### src/rtl/spn64_pkg.sv
package spn64_pkg;

    typedef enum logic [1:0] {
        ST_IDLE = 2'd0,
        ST_RUN  = 2'd1,
        ST_DONE = 2'd2
    } fsm_t;

    // 4-bit substitution used by both the datapath and the key schedule
    function automatic logic [3:0] sbox4(input logic [3:0] x);
        logic [3:0] y;
        unique case (x)
            4'h0: y = 4'hC;
            4'h1: y = 4'h5;
            4'h2: y = 4'h6;
            4'h3: y = 4'hB;
            4'h4: y = 4'h9;
            4'h5: y = 4'h0;
            4'h6: y = 4'hA;
            4'h7: y = 4'hD;
            4'h8: y = 4'h3;
            4'h9: y = 4'hE;
            4'hA: y = 4'hF;
            4'hB: y = 4'h8;
            4'hC: y = 4'h4;
            4'hD: y = 4'h7;
            4'hE: y = 4'h1;
            default: y = 4'h2;
        endcase
        return y;
    endfunction

endpackage

### src/rtl/spn64_ctrl.sv
module spn64_ctrl
    import spn64_pkg::*;
#(
    parameter int ROUNDS = 31,
    parameter int CNT_W  = 6
) (
    input  logic             clk,
    input  logic             rst_n,
    input  logic             start,
    output fsm_t             fsm,
    output logic [CNT_W-1:0] cnt,
    output logic             load,
    output logic             step,
    output logic             finish,
    output logic             done
);

    localparam logic [CNT_W-1:0] LAST = CNT_W'(ROUNDS + 1);

    fsm_t fsm_q;
    fsm_t fsm_d;
    logic [CNT_W-1:0] cnt_q;
    logic done_q;

    // state register
    always_ff @(posedge clk or negedge rst_n) begin
        if (!rst_n) begin
            fsm_q <= ST_IDLE;
        end else begin
            fsm_q <= fsm_d;
        end
    end

    // next-state logic
    always_comb begin
        fsm_d = fsm_q;
        unique case (fsm_q)
            ST_IDLE: if (start) fsm_d = ST_RUN;
            ST_RUN:  if (cnt_q == LAST) fsm_d = ST_DONE;
            ST_DONE: if (start) fsm_d = ST_RUN;
            default: fsm_d = ST_IDLE;
        endcase
    end

    // control strobes
    always_comb begin
        load   = 1'b0;
        step   = 1'b0;
        finish = 1'b0;
        unique case (fsm_q)
            ST_IDLE: load = start;
            ST_RUN: begin
                if (cnt_q == LAST) finish = 1'b1;
                else               step   = 1'b1;
            end
            ST_DONE: load = start;
            default: ;
        endcase
    end

    // round counter: 1 during the first round, LAST during the final key addition
    always_ff @(posedge clk or negedge rst_n) begin
        if (!rst_n) begin
            cnt_q <= '0;
        end else if (load) begin
            cnt_q <= CNT_W'(1);
        end else if (step) begin
            cnt_q <= cnt_q + CNT_W'(1);
        end
    end

    always_ff @(posedge clk or negedge rst_n) begin
        if (!rst_n) done_q <= 1'b0;
        else        done_q <= finish;
    end

    assign fsm  = fsm_q;
    assign cnt  = cnt_q;
    assign done = done_q;

endmodule

### src/rtl/spn64_keysched.sv
module spn64_keysched
    import spn64_pkg::*;
#(
    parameter int KEY_W   = 80,
    parameter int BLK_W   = 64,
    parameter int KEY_ROT = 61,
    parameter int RC_LO   = 15,
    parameter int RC_W    = 5
) (
    input  logic             clk,
    input  logic             rst_n,
    input  logic             load,
    input  logic             step,
    input  logic [KEY_W-1:0] key_in,
    input  logic [RC_W-1:0]  rnd,
    output logic [BLK_W-1:0] rkey
);

    localparam int BACK = KEY_W - KEY_ROT;

    logic [KEY_W-1:0] kreg;
    logic [KEY_W-1:0] rot;
    logic [KEY_W-1:0] nxt;

    always_comb begin
        rot = {kreg[BACK-1:0], kreg[KEY_W-1:BACK]};
        nxt = rot;
        nxt[KEY_W-1 -: 4]       = sbox4(rot[KEY_W-1 -: 4]);
        nxt[RC_LO +: RC_W]      = rot[RC_LO +: RC_W] ^ rnd;
    end

    always_ff @(posedge clk or negedge rst_n) begin
        if (!rst_n) begin
            kreg <= '0;
        end else if (load) begin
            kreg <= key_in;
        end else if (step) begin
            kreg <= nxt;
        end
    end

    assign rkey = kreg[KEY_W-1 -: BLK_W];

endmodule

### src/rtl/spn64_round.sv
module spn64_round
    import spn64_pkg::*;
#(
    parameter int BLK_W = 64
) (
    input  logic             clk,
    input  logic             rst_n,
    input  logic             load,
    input  logic             step,
    input  logic             finish,
    input  logic [BLK_W-1:0] pt_in,
    input  logic [BLK_W-1:0] rkey,
    output logic [BLK_W-1:0] ct_out
);

    localparam int NIB    = BLK_W / 4;
    localparam int STRIDE = BLK_W / 4;

    logic [BLK_W-1:0] st_q;
    logic [BLK_W-1:0] mixed;
    logic [BLK_W-1:0] subbed;
    logic [BLK_W-1:0] permd;
    logic [BLK_W-1:0] ct_q;

    assign mixed = st_q ^ rkey;

    for (genvar g = 0; g < NIB; g++) begin : g_sub
        assign subbed[g*4 +: 4] = sbox4(mixed[g*4 +: 4]);
    end

    for (genvar b = 0; b < BLK_W; b++) begin : g_perm
        localparam int DST = (b == BLK_W - 1) ? b : (b * STRIDE) % (BLK_W - 1);
        assign permd[DST] = subbed[b];
    end

    always_ff @(posedge clk or negedge rst_n) begin
        if (!rst_n) begin
            st_q <= '0;
        end else if (load) begin
            st_q <= pt_in;
        end else if (step) begin
            st_q <= permd;
        end
    end

    // final key addition lands straight in the output register
    always_ff @(posedge clk or negedge rst_n) begin
        if (!rst_n) begin
            ct_q <= '0;
        end else if (finish) begin
            ct_q <= mixed;
        end
    end

    assign ct_out = ct_q;

endmodule

### src/rtl/spn64_enc_core.sv
module spn64_enc_core
    import spn64_pkg::*;
#(
    parameter int BLK_W   = 64,
    parameter int KEY_W   = 80,
    parameter int ROUNDS  = 31,
    parameter int KEY_ROT = 61,
    parameter int RC_LO   = 15
) (
    input  logic             clk,
    input  logic             rst_n,
    input  logic             start,
    input  logic [BLK_W-1:0] plaintext,
    input  logic [KEY_W-1:0] key,
    output logic [BLK_W-1:0] ciphertext,
    output logic             done
);

    localparam int CNT_W = $clog2(ROUNDS + 2);
    localparam int RC_W  = $clog2(ROUNDS + 1);

    fsm_t             fsm_st;
    logic [CNT_W-1:0] rnd_cnt;
    logic             load;
    logic             step;
    logic             finish;
    logic [BLK_W-1:0] rkey;

    spn64_ctrl #(
        .ROUNDS (ROUNDS),
        .CNT_W  (CNT_W)
    ) u_ctrl (
        .clk    (clk),
        .rst_n  (rst_n),
        .start  (start),
        .fsm    (fsm_st),
        .cnt    (rnd_cnt),
        .load   (load),
        .step   (step),
        .finish (finish),
        .done   (done)
    );

    spn64_keysched #(
        .KEY_W   (KEY_W),
        .BLK_W   (BLK_W),
        .KEY_ROT (KEY_ROT),
        .RC_LO   (RC_LO),
        .RC_W    (RC_W)
    ) u_keys (
        .clk    (clk),
        .rst_n  (rst_n),
        .load   (load),
        .step   (step),
        .key_in (key),
        .rnd    (rnd_cnt[RC_W-1:0]),
        .rkey   (rkey)
    );

    spn64_round #(
        .BLK_W (BLK_W)
    ) u_round (
        .clk    (clk),
        .rst_n  (rst_n),
        .load   (load),
        .step   (step),
        .finish (finish),
        .pt_in  (plaintext),
        .rkey   (rkey),
        .ct_out (ciphertext)
    );

endmodule

### config.mk
export PLATFORM = sky130hd
export DESIGN_NAME = spn64_enc_core
export DESIGN_NICKNAME = d
export VERILOG_FILES = /design/src/rtl/spn64_pkg.sv /design/src/rtl/spn64_ctrl.sv /design/src/rtl/spn64_keysched.sv /design/src/rtl/spn64_round.sv /design/src/rtl/spn64_enc_core.sv
export SDC_FILE = /design/constraint.sdc
export NUM_CORES = 1
export LEC_CHECK = 0
export ABC_AREA = 1
export BUFFER_PORTS_ARGS = -buffer_cell sky130_fd_sc_hd__buf_4
export CAP_MARGIN = 20
export CORE_ASPECT_RATIO = 0.8
export CORE_MARGIN = 2
export CORE_UTILIZATION = 50
export CTS_BUF_LIST = sky130_fd_sc_hd__clkbuf_16
export DETAILED_ROUTE_END_ITERATION = 8
export PLACE_DENSITY = 0.72
export REMOVE_ABC_BUFFERS = 1
export SLEW_MARGIN = 20
export SYNTH_ARGS = -nofsm -noshare
export SYNTH_HDL_FRONTEND = slang
export SYNTH_SLANG_ARGS = --single-unit
### constraint.sdc
create_clock -name clk -period 1.95 [get_ports clk]
set_input_delay 0.2925 -clock clk [delete_from_list [all_inputs] [get_ports clk]]
set_output_delay 0.2925 -clock clk [all_outputs]
set_load 0.01 [all_outputs]
==> flow_metrics.tcl, run 1 <==
set metrics [dict create \
    timing.setup.tns_ns 0 \
    timing.final.crit_share_pct 95.1 \
    drive_gt1_share_pct 12.7 \
    total_switching_power_mw 16.3 \
    worstRegToRegCells 11 \
    worst_hold_slack_ns 0.0194 \
    synth_most_common_cell "sky130_fd_sc_hd__nand2_1" \
    synth_top_cells_by_area "sky130_fd_sc_hd__dfrtp_1 40%, sky130_fd_sc_hd__nand2_1 28%, sky130_fd_sc_hd__inv_1 6.2%, sky130_fd_sc_hd__nand3_1 5.6%, sky130_fd_sc_hd__ha_1 5.1%" \
    cts.sinks 217 \
    cell_breakdown_of_the_critical_path "inv_2 > nand2_1 > nand2_1 > inv_1 > ha_1 > inv_1 > nand2_1 > nand3_1 > nand3_1 > nand2_1 > nand2_1" \
    maximum_number_of_pins_on_one_net_before_global_route_repair 82 \
    power.density_nw_per_um2 1970 \
    worstReg2RegEnd "u_round.st_q[48]" \
    maximum_buffer_depth_of_the_clock_tree 3 \
    clk_root_buffer_cell "sky130_fd_sc_hd__clkbuf_16" \
    routed-via-count 13905 \
    crit_start "u_keys.kreg[17]" \
    maxCapViolations 0 \
    timing.max_slew.rel_slack_pct 63.2 \
    grt_antenna_before_repair 0 \
    setup_viol 0 \
    routed_wl_mm 42.2 \
    critPathSlowestCell "sky130_fd_sc_hd__dfrtp_2" \
    synth_cells 2067 \
    post_drt_via_cell_ratio 5.25 \
    critical_path_peak_fanout 9 \
    drcViolationCount 0 \
    floorplan.core_area_sq_um 27000 \
    synth-edff-count 0 \
    sequentialPowerShare_pct 26.9 \
    netSwitchingFraction_pct 50.1 \
    hp_start "key[36]" \
    syn_avg_cell_area_sq_um 6.59 \
    grt.total_usage_pct 29.1 \
    detail_route.first_pass.iterations 7 \
    asyncSetResetFlopFracSynth_pct 100 \
    crit_path_max_incr_delay_ns 0.47 \
    worst_setup_path_end_kind "flip-flop" \
    layout.cell_area.non_filler_sq_um 16500 \
    post_synthesis_to_final_layout_area_growth_pct 21.3 \
    fillers 2548 \
    max-vdd-ir-drop_mv 0.839 \
    synthDominantCellAreaShare_pct 39.9 \
    floorplan.initialDensity_pct 50.4 \
    clock_power_share_pct 14.7 \
    placementRows 54 \
    antenna_cells_inserted 0 \
    placedInstanceArea_sq_um 15700 \
    place.port_buffers 211 \
    clkSlewWorstSetupHoldPaths_ns 0.06 \
    critical_path_required_ns 2.34 \
    rrSetupSlack_ns 0.1 \
    gp_congestion 0.948 \
    postCtsSetupRepairBufs 0 \
    cts_tree "yes" \
    grt_pass1_wl_mm 66.2 \
    timing.rr.start "u_keys.kreg[17]" \
    fp.dieW_microns 189 \
    synth-seq-area-share_pct 39.9 \
    hold_path.class "in -> reg" \
    number_of_global_route_vias_before_repair 12495 \
    die-height_microns 152 \
    outcome "completed" \
    num_io_pins 212 \
    slew_violations 0 \
    synth.ff_latch_count 217 \
    dpl.hpwl_mm 30.8 \
    cts_buffers 25 \
    final_nets 2469 \
    critPathMostFrequentCell "sky130_fd_sc_hd__nand2_1" \
    synth.yosys.warnings 0 \
    worst_slew_pin_slew_ns 0.547 \
    detail-route-antenna-nets 0 \
    grt-ovfl-total 0 \
    detail_route.iter0.violations 1249 \
    total_area_of_multi_input_combinational_cells_sq_um 6980 \
    post_synth_most_frequent_cells "1004 x sky130_fd_sc_hd__nand2_1, 224 x sky130_fd_sc_hd__inv_1, 217 x sky130_fd_sc_hd__dfrtp_1" \
    design.die.area_sq_um 28600 \
    yosys.cell_types.count 28 \
    timing.critical_path.to "u_round.st_q[48]" \
    fin_skew_ns 0.0140 \
    rsz0062_at_grt "true" \
    cell_area_after_synthesis_sq_um 13600 \
    hold_violations 0 \
    post_detailed_route_wirelength_per_cell_microns 15.9 \
    synth_top_area_cell "sky130_fd_sc_hd__dfrtp_1" \
    internal_power_mw 16.2 \
    leakagePower_nw 9.33 \
    register_area_sq_um 5430 \
    max_freq_mhz 539 \
    cp-start-kind "flip-flop" \
    critical_path_class "reg -> reg" \
    clk-insertion-delay-late_ns 0.52 \
    cp_data_arrival_time_ns 2.25 \
    pwr-share-comb_pct 58.4 \
    ys.flop_type "sky130_fd_sc_hd__dfrtp_1" \
    cts.htree.levels 1 \
    finalWorstPathRequiredPeriod_ns 1.85 \
]
worst max-delay path, delay by kind of cell, from the launching register on:
family / cells / cell delay (ns)
flops: 1 / 0.47
fa+ha+maj: 1 / 0.31
simple gates: 7 / 0.65
buf+inv: 3 / 0.30
power groups by stage:
stage	clock network [mW]	registers (mW)	logic, mW
floorplan	0	8.15	13.2
global placement	0	8.63	17.9
detailed placement	0	8.69	18.6
CTS	4.83	8.66	18.8
global route	5.05	8.99	21.8
finish	4.79	8.74	19.0
timing repair:
action,4_1_cts,5_1_grt
hold endpoints to repair,54,0
resized for setup,0,4
endpoints found under the setup margin,0,26
hold buffers,1,0
registers in the layout, indices dropped and copies added, names as in the netlist:
name,count
u_ctrl.done,1
u_ctrl.cnt,6
u_keys.kreg,80
u_round.ct_out,64
u_round.st_q,64
u_ctrl.fsm,2
per-stage QoR:
stage	cells	worst slack (ns)	utilization, %	power [mW]
3_5_place_dp	2602	0.0568	57.9	27.3
5_1_grt	2649	-0.0313	61.1	35.8
3_3_place_gp	2602	0.172	57.9	26.5
2_1_floorplan	1998	-1.49	-	21.4
4_1_cts	2648	0.00548	61.0	32.3
6_report	2649	0.0959	61.1	32.5
worst min-delay path by stage:
| stage | endpoint | cells past startpoint |
|---|---|---|
| finish | u_keys.kreg[36] | 3 |
| global route | u_keys.kreg[51] | 3 |
| CTS | u_keys.kreg[70] | 3 |
| detailed placement | u_round.ct_out[36] | 1 |
| global placement | u_round.st_q[18] | 1 |
| floorplan | u_ctrl.cnt[0] | 0 |
kinds of logic after synthesis:
kind of cell | Yosys count | synth area share, %
compound gates | 177 | 7.88
xor+xnor | 5 | 0.322
fa+ha+maj | 55 | 5.05
buf+inv | 296 | 8.99
flops | 217 | 39.9
simple gates | 1317 | 37.9
layer usage:
layer / wire length [microns] / vias up / share of wire [%] / global-route usage (%)
li1: - / 6822 / - / -
met1: 19000 / 6459 / 45 / 41.8
met2: 18500 / 556 / 44 / 45.7
met3: 3810 / 68 / 9.0 / 5.67
met4: 962 / 0 / 2.3 / 6.76
met5: 0 / - / 0 / 0
area by class of cell:
type / instances / area share [%]
Multi-Input combinational cell: 1554 / 42.2
Sequential cell: 217 / 32.9
Timing Repair Buffer: 242 / 12.0
Inverter: 227 / 5.17
Clock buffer: 25 / 3.79
Tap cell: 364 / 2.76
Clock inverter: 20 / 1.19
placed cells by master, fill, tap and decap left out, drive strengths merged:
master       count
nand2         1007
buf            240
inv            229
dfrtp          217
nand3          153
nor2           153
o21ai           85
o211ai          73
ha              55
clkbuf          26
a21oi           17
clkinv          12
bufinv           4
xnor2            3
xor2             2
clkinvlp         2
o31ai            1
nor3             1
nand3b           1
or2              1
o21bai           1
nand4            1
dlygate4sd3      1
No activity file was read; power rests on OpenSTA's default activity.
==> run 2: changes to the inputs <==
ABC_AREA = unset   (was 1)
CAP_MARGIN = unset   (was 20)
==> run 2 against run 1 <==
  * First-iteration DRC count decreased by 3.6%
  * Die area decreased by 8.9%
  * Maximum frequency decreased by 3.6%
  * Count of clock-buffer cells in the layout decreased by 1
  * Register-to-register slack got worse by 0.07 ns
  * Wire length decreased by 5.9%
  * Core utilization increased by 5.4 points
==> flow_metrics.tcl, run 2 <==
set metrics [dict create \
    hold_path.class "in -> reg" \
    grt-ovfl-total 0 \
    clk-insertion-delay-late_ns 0.53 \
    detail-route-antenna-nets 0 \
    num_io_pins 212 \
    hold_violations 0 \
    finalWorstPathRequiredPeriod_ns 1.92 \
    gp_congestion 0.874 \
    design.die.area_sq_um 26100 \
    synth.ff_latch_count 217 \
    synth_top_area_cell "sky130_fd_sc_hd__dfrtp_1" \
    rsz0062_at_grt "true" \
    fp.dieW_microns 180 \
    routed_wl_mm 39.7 \
    cts_buffers 24 \
    registers.top_by_ff_count "u_keys.kreg" \
    timing.final.crit_share_pct 98.6 \
    outcome "completed" \
    detail_route.first_pass.iterations 5 \
    ys.flop_type "sky130_fd_sc_hd__dfrtp_1" \
    critical_path_peak_fanout 14 \
    synth_top_cells_by_area "sky130_fd_sc_hd__dfrtp_1 44%, sky130_fd_sc_hd__nand2_1 6.9%, sky130_fd_sc_hd__nor2_1 5.8%, sky130_fd_sc_hd__ha_1 5.6%, sky130_fd_sc_hd__a21oi_1 5.1%" \
    placement.setup.worst_slack_ns -0.199 \
    yosys.cell_types.count 47 \
    clkSlewWorstSetupHoldPaths_ns 0.06 \
    fin_skew_ns 0.0239 \
    routed-via-count 11833 \
    placementRows 51 \
    synthDominantCellAreaShare_pct 43.8 \
    place.port_buffers 211 \
    synth.yosys.warnings 0 \
    floorplan.core_area_sq_um 24300 \
    grt.total_usage_pct 30.1 \
    final_cells 2032 \
    cell_area_after_synthesis_sq_um 12400 \
    synth-compound-area-share_pct 17.9 \
    die-height_microns 145 \
    critical_path_required_ns 2.28 \
    synthAdderAreaFrac_pct 5.56 \
    synth.mux.area_fraction_pct 4.97 \
    synth_cells 1413 \
    final_nets 1899 \
    post_synthesis_to_final_layout_area_growth_pct 30.7 \
    most-common-layout-cells "302 x sky130_fd_sc_hd__buf_4, 228 x sky130_fd_sc_hd__nand2_1, 217 x sky130_fd_sc_hd__dfrtp_1" \
    layout_setup_ws_ns 0.0268 \
    post-place-cells 1955 \
    timing.max_slew.rel_slack_pct 58.2 \
    antenna_cells_inserted 0 \
    drcViolationCount 0 \
    worst_slew_pin_slew_ns 0.625 \
    largest_family_of_logic_cells_by_synthesized_area "compound AO/OA/AOI/OAI gates" \
    post_synth_most_frequent_cells "229 x sky130_fd_sc_hd__nand2_1, 217 x sky130_fd_sc_hd__dfrtp_1, 192 x sky130_fd_sc_hd__nor2_1" \
    placedInstanceArea_sq_um 14900 \
    dpl.hpwl_mm 27.9 \
    rrSetupSlack_ns 0.03 \
    largest_reg_flops 80 \
    drive_gt1_share_pct 24.0 \
    maxCapViolations 0 \
    syn_avg_cell_area_sq_um 8.76 \
    asyncSetResetFlopFracSynth_pct 100 \
    synth_most_common_cell "sky130_fd_sc_hd__nand2_1" \
    most_frequent_standard_cell_in_the_layout_excluding_fill_and_tap_cells "sky130_fd_sc_hd__buf_4" \
    cp-start-kind "flip-flop" \
    post_detailed_route_wirelength_per_cell_microns 19.6 \
    cts_tree "yes" \
    post_synth_xor_area_fraction_pct 6.36 \
    post_drt_via_cell_ratio 5.82 \
    synth-seq-area-share_pct 43.8 \
    cts.sinks 217 \
    grt_pass1_wl_mm 61.4 \
    cts.htree.levels 1 \
    floorplan.initialDensity_pct 50.9 \
    maximum_number_of_pins_on_one_net_before_global_route_repair 63 \
    synthSimpleGateAreaFrac_pct 15.6 \
    worst_setup_path_end_kind "flip-flop" \
    setup_viol 0 \
    slew_violations 0 \
    grt_antenna_before_repair 0 \
    detail_route.iter0.violations 1204 \
    maximum_buffer_depth_of_the_clock_tree 3 \
    cp_data_arrival_time_ns 2.26 \
    layout.cell_area.non_filler_sq_um 16200 \
    worst_hold_slack_ns 0.00523 \
    max_freq_mhz 520 \
    synth-edff-count 0 \
    number_of_global_route_vias_before_repair 11124 \
    clk_root_buffer_cell "sky130_fd_sc_hd__clkbuf_16" \
    critical_path_class "reg -> reg" \
]
run 2: cell types whose count changed after synthesis, moves of 20 or more:
cell,before,now
sky130_fd_sc_hd__a211oi_1,0,25
sky130_fd_sc_hd__a21oi_1,17,125
sky130_fd_sc_hd__a31oi_1,0,94
sky130_fd_sc_hd__clkbuf_1,16,36
sky130_fd_sc_hd__inv_1,224,56
sky130_fd_sc_hd__mux2i_1,0,24
sky130_fd_sc_hd__nand2_1,1004,229
sky130_fd_sc_hd__nand3_1,153,26
sky130_fd_sc_hd__nor2_1,152,192
sky130_fd_sc_hd__o211ai_1,73,11
sky130_fd_sc_hd__xnor2_1,3,55
sky130_fd_sc_hd__xor2_1,2,22
run 2: final timing paths:
kind | start | end | cells past startpoint
worst max-delay path | u_ctrl.cnt[1] | u_round.st_q[53] | 7
worst min-delay path | plaintext[30] | u_round.st_q[30] | 3
worst max register to register | u_ctrl.cnt[1] | u_round.st_q[53] | 7
worst min register to register | u_round.st_q[39] | u_round.st_q[39] | 2
max in group asynchronous | rst_n | u_round.ct_out[18] | 3
min in group asynchronous | rst_n | u_ctrl.done | 2
run 2: per-layer routing:
metal,vias to the layer above,global-route usage (%),share of wire (%)
met5,-,0,0
met4,0,10.1,3.6
met3,84,5.73,10
met2,613,45.5,44
met1,5687,43.7,42
li1,5449,-,-
run 2: kinds of logic after synthesis:
family	Yosys count
AOI/OAI and AO/OA	376
DFF	217
adders and majority gates	55
muxes	45
xor gates and xnor gates	84
buffers and inverters	153
and+or+nand+nor	483
run 2: timing repair:
action,CTS,global route
buffers inserted,3,4
endpoints found under the setup margin,4,102
gates cloned,2,1
hold endpoints to repair,71,0
pin swaps,2,5
hold buffers,24,0
gates resized for setup,5,15
run 2: stage by stage:
step	utilization, %	setup TNS [ns]
after CTS	66.1	0
after detailed placement	61.4	-0.216
after global placement	61.4	-0.255
after floorplan	-	-457.37
after global routing	66.6	-0.0703
final	66.6	0
run 2: cell type report:
cell class,count,area [sq um]
sequential,217,5430
clock buffer,24,601
inverter,60,225
tap,318,398
fill,1942,8130
timing repair buffer,351,3020
multi-input combinational,1043,6340
clock inverter,19,174
run 2: critical path, stage by stage (launching register included):
cell and delay [ns]:
sky130_fd_sc_hd__dfrtp_1 0.38, sky130_fd_sc_hd__inv_1 0.06, sky130_fd_sc_hd__ha_1 0.14, sky130_fd_sc_hd__nand2_2 0.09
sky130_fd_sc_hd__o41a_4 0.52, sky130_fd_sc_hd__buf_12 0.18, sky130_fd_sc_hd__o211ai_1 0.08, sky130_fd_sc_hd__o211ai_1 0.26
Power of run 2 is left out: the tool's default activity adds up to more than one toggle a clock period on the data nets, which glitch-free logic cannot reach.
==> run 3: changes to the inputs <==
CELL_PAD_IN_SITES_DETAIL_PLACEMENT = 2   (was unset)
CELL_PAD_IN_SITES_GLOBAL_PLACEMENT = 2   (was unset)
CORE_UTILIZATION = 34   (was 50)
PLACE_DENSITY = unset   (was 0.72)
PLACE_DENSITY_LB_ADDON = 0.1   (was unset)
==> run 3 against run 2 <==
  * The run now ends with negative setup slack left
  * Final area grew 7.7%
  * Worst hold slack lost 0.0027 ns
  * Final cell count grew 11%
  * Count of clock-buffer cells in the layout grew 3
==> flow_metrics.tcl, run 3 (synthesis gave the netlist of run 2 again) <==
set metrics [dict create \
    worst_setup_path_end_kind "flip-flop" \
    cell_breakdown_of_the_critical_path "inv_1 > ha_2 > nand2_4 > o41a_4 > buf_12 > clkbuf_16 > nand2_2 > a31oi_1" \
    detail_route.iter0.violations 803 \
    grt-ovfl-total 0 \
    floorplan.core_area_sq_um 35900 \
    routed-via-count 12312 \
    cp_num_cells 8 \
    critical_path_class "reg -> reg" \
    timing.setup.tns_ns -1.28 \
    post_drt_via_cell_ratio 5.45 \
    num_io_pins 212 \
    registers.top_by_ff_count "u_keys.kreg" \
    worst_hold_slack_ns 0.00252 \
    die-height_microns 175 \
    timing.max_slew.rel_slack_pct 57.9 \
    floorplan.initialDensity_pct 34.5 \
    dpl.hpwl_mm 37.2 \
    timing.rr.start "u_ctrl.cnt[1]" \
    cts_tree "yes" \
    number_of_global_route_vias_before_repair 12916 \
    cp-start-kind "flip-flop" \
    critical_path_peak_fanout 8 \
    worst_slew_pin_slew_ns 0.626 \
    layout_setup_ws_ns -0.0703 \
    failed_checks "negative setup slack" \
    post_synthesis_to_final_layout_area_growth_pct 40.7 \
    layout.cell_area.non_filler_sq_um 17400 \
    antenna_cells_inserted 0 \
    outcome "finished, violations left" \
    crit_start "u_ctrl.cnt[1]" \
    cp_data_arrival_time_ns 2.44 \
    maximum_buffer_depth_of_the_clock_tree 3 \
    gp_congestion 0.849 \
    rrSetupSlack_ns -0.07 \
    clk_root_buffer_cell "sky130_fd_sc_hd__clkbuf_16" \
    timing.final.crit_share_pct 104 \
    max_freq_mhz 495 \
    grt.total_usage_pct 26.7 \
    design.die.area_sq_um 38000 \
    fp.dieW_microns 217 \
    drcViolationCount 0 \
    slew_violations 0 \
    most-common-layout-cells "319 x sky130_fd_sc_hd__buf_4, 210 x sky130_fd_sc_hd__dfrtp_1, 197 x sky130_fd_sc_hd__nand2_1" \
    final_core_utilization_pct 48.5 \
    grt_antenna_before_repair 0 \
    fin_skew_ns 0.0305 \
    rsz0062_at_grt "true" \
    most_frequent_standard_cell_in_the_layout_excluding_fill_and_tap_cells "sky130_fd_sc_hd__buf_4" \
    setup_viol 49 \
    finalWorstPathRequiredPeriod_ns 2.02 \
    cts.sinks 217 \
    maximum_number_of_pins_on_one_net_before_global_route_repair 77 \
    hold_path.class "in -> reg" \
    fillers 3871 \
    path_delay_family "compound AO/OA/AOI/OAI gates" \
    worstRegToRegCells 8 \
    placedInstanceArea_sq_um 15300 \
    clkSlewWorstSetupHoldPaths_ns 0.08 \
    timing.critical_path.buf_inv 3 \
    hold_violations 0 \
    grt_pass1_wl_mm 78.3 \
    clk-insertion-delay-late_ns 0.57 \
    timing.critical_path.to "u_keys.kreg[64]" \
    critical_path_required_ns 2.37 \
    placementRows 62 \
    worstReg2RegEnd "u_keys.kreg[64]" \
    critPathSlowestCell "sky130_fd_sc_hd__o41a_4" \
    largest_reg_flops 80 \
    drive_gt1_share_pct 28.7 \
    detail-route-antenna-nets 0 \
    maxCapViolations 0 \
    post_detailed_route_wirelength_per_cell_microns 25.1 \
    place.port_buffers 211 \
    routed_wl_mm 56.7 \
    final_nets 1961 \
    cts_buffers 26 \
    crit_path_max_incr_delay_ns 0.57 \
    cts.htree.levels 1 \
    detail_route.first_pass.iterations 5 \
]
[run 3: layout make-up]
type,instances,area (sq um),share of cell area [%]
clock buffer,27,676,3.88
clock inverter,21,198,1.13
inverter,60,230,1.32
multi-input combinational,1044,6590,37.8
sequential,217,5440,31.2
tap,480,601,3.45
timing repair buffer,410,3690,21.2
[run 3: routing by layer]
metal	up-vias	share of wire, %	track usage (%)
met5	-	0	0
met4	0	2.7	5.57
met3	95	4.5	2.61
met2	309	49	44.4
met1	6350	44	37.7
li1	5558	-	-
[run 3: worst reg2reg max path, cell delays in order, from the launching register on]
cell and delay [ns]:
sky130_fd_sc_hd__dfrtp_1 0.40, sky130_fd_sc_hd__inv_1 0.07, sky130_fd_sc_hd__ha_2 0.19, sky130_fd_sc_hd__nand2_4 0.10, sky130_fd_sc_hd__o41a_4 0.57, sky130_fd_sc_hd__buf_12 0.20, sky130_fd_sc_hd__clkbuf_16 0.18, sky130_fd_sc_hd__nand2_2 0.07
sky130_fd_sc_hd__a31oi_1 0.11
[run 3: worst min-delay path by stage]
| stage | from | slack (ns) | to | cells past startpoint |
|---|---|---|---|---|
| finish | key[54] | 0.003 | u_keys.kreg[54] | 3 |
| global route | key[19] | 0.01 | u_keys.kreg[19] | 3 |
| CTS | key[56] | 0.003 | u_keys.kreg[56] | 3 |
| detailed placement | rst_n | 0.15 | u_keys.kreg[15] | 1 |
| global placement | rst_n | 0.14 | u_keys.kreg[15] | 1 |
| floorplan | rst_n | -0.003 | u_ctrl.cnt[0] | 0 |
[run 3: stage by stage]
stage	worst slack [ns]	cells
final	-0.0703	2259
after global routing	-0.140	2259
after CTS	-0.0131	2234
after detailed placement	-0.0538	2141
after global placement	0.0337	2141
after floorplan	-2.64	1320
[run 3: timing repair]
item | in CTS | in global routing
setup endpoints to repair | 17 | 108
pin swaps | 2 | 31
hold endpoints to repair | 261 | 0
cloned | 0 | 13
setup buffers | 0 | 12
resized for setup | 10 | 108
hold buffers | 45 | 0
Power of run 3 is left out for the same reason.
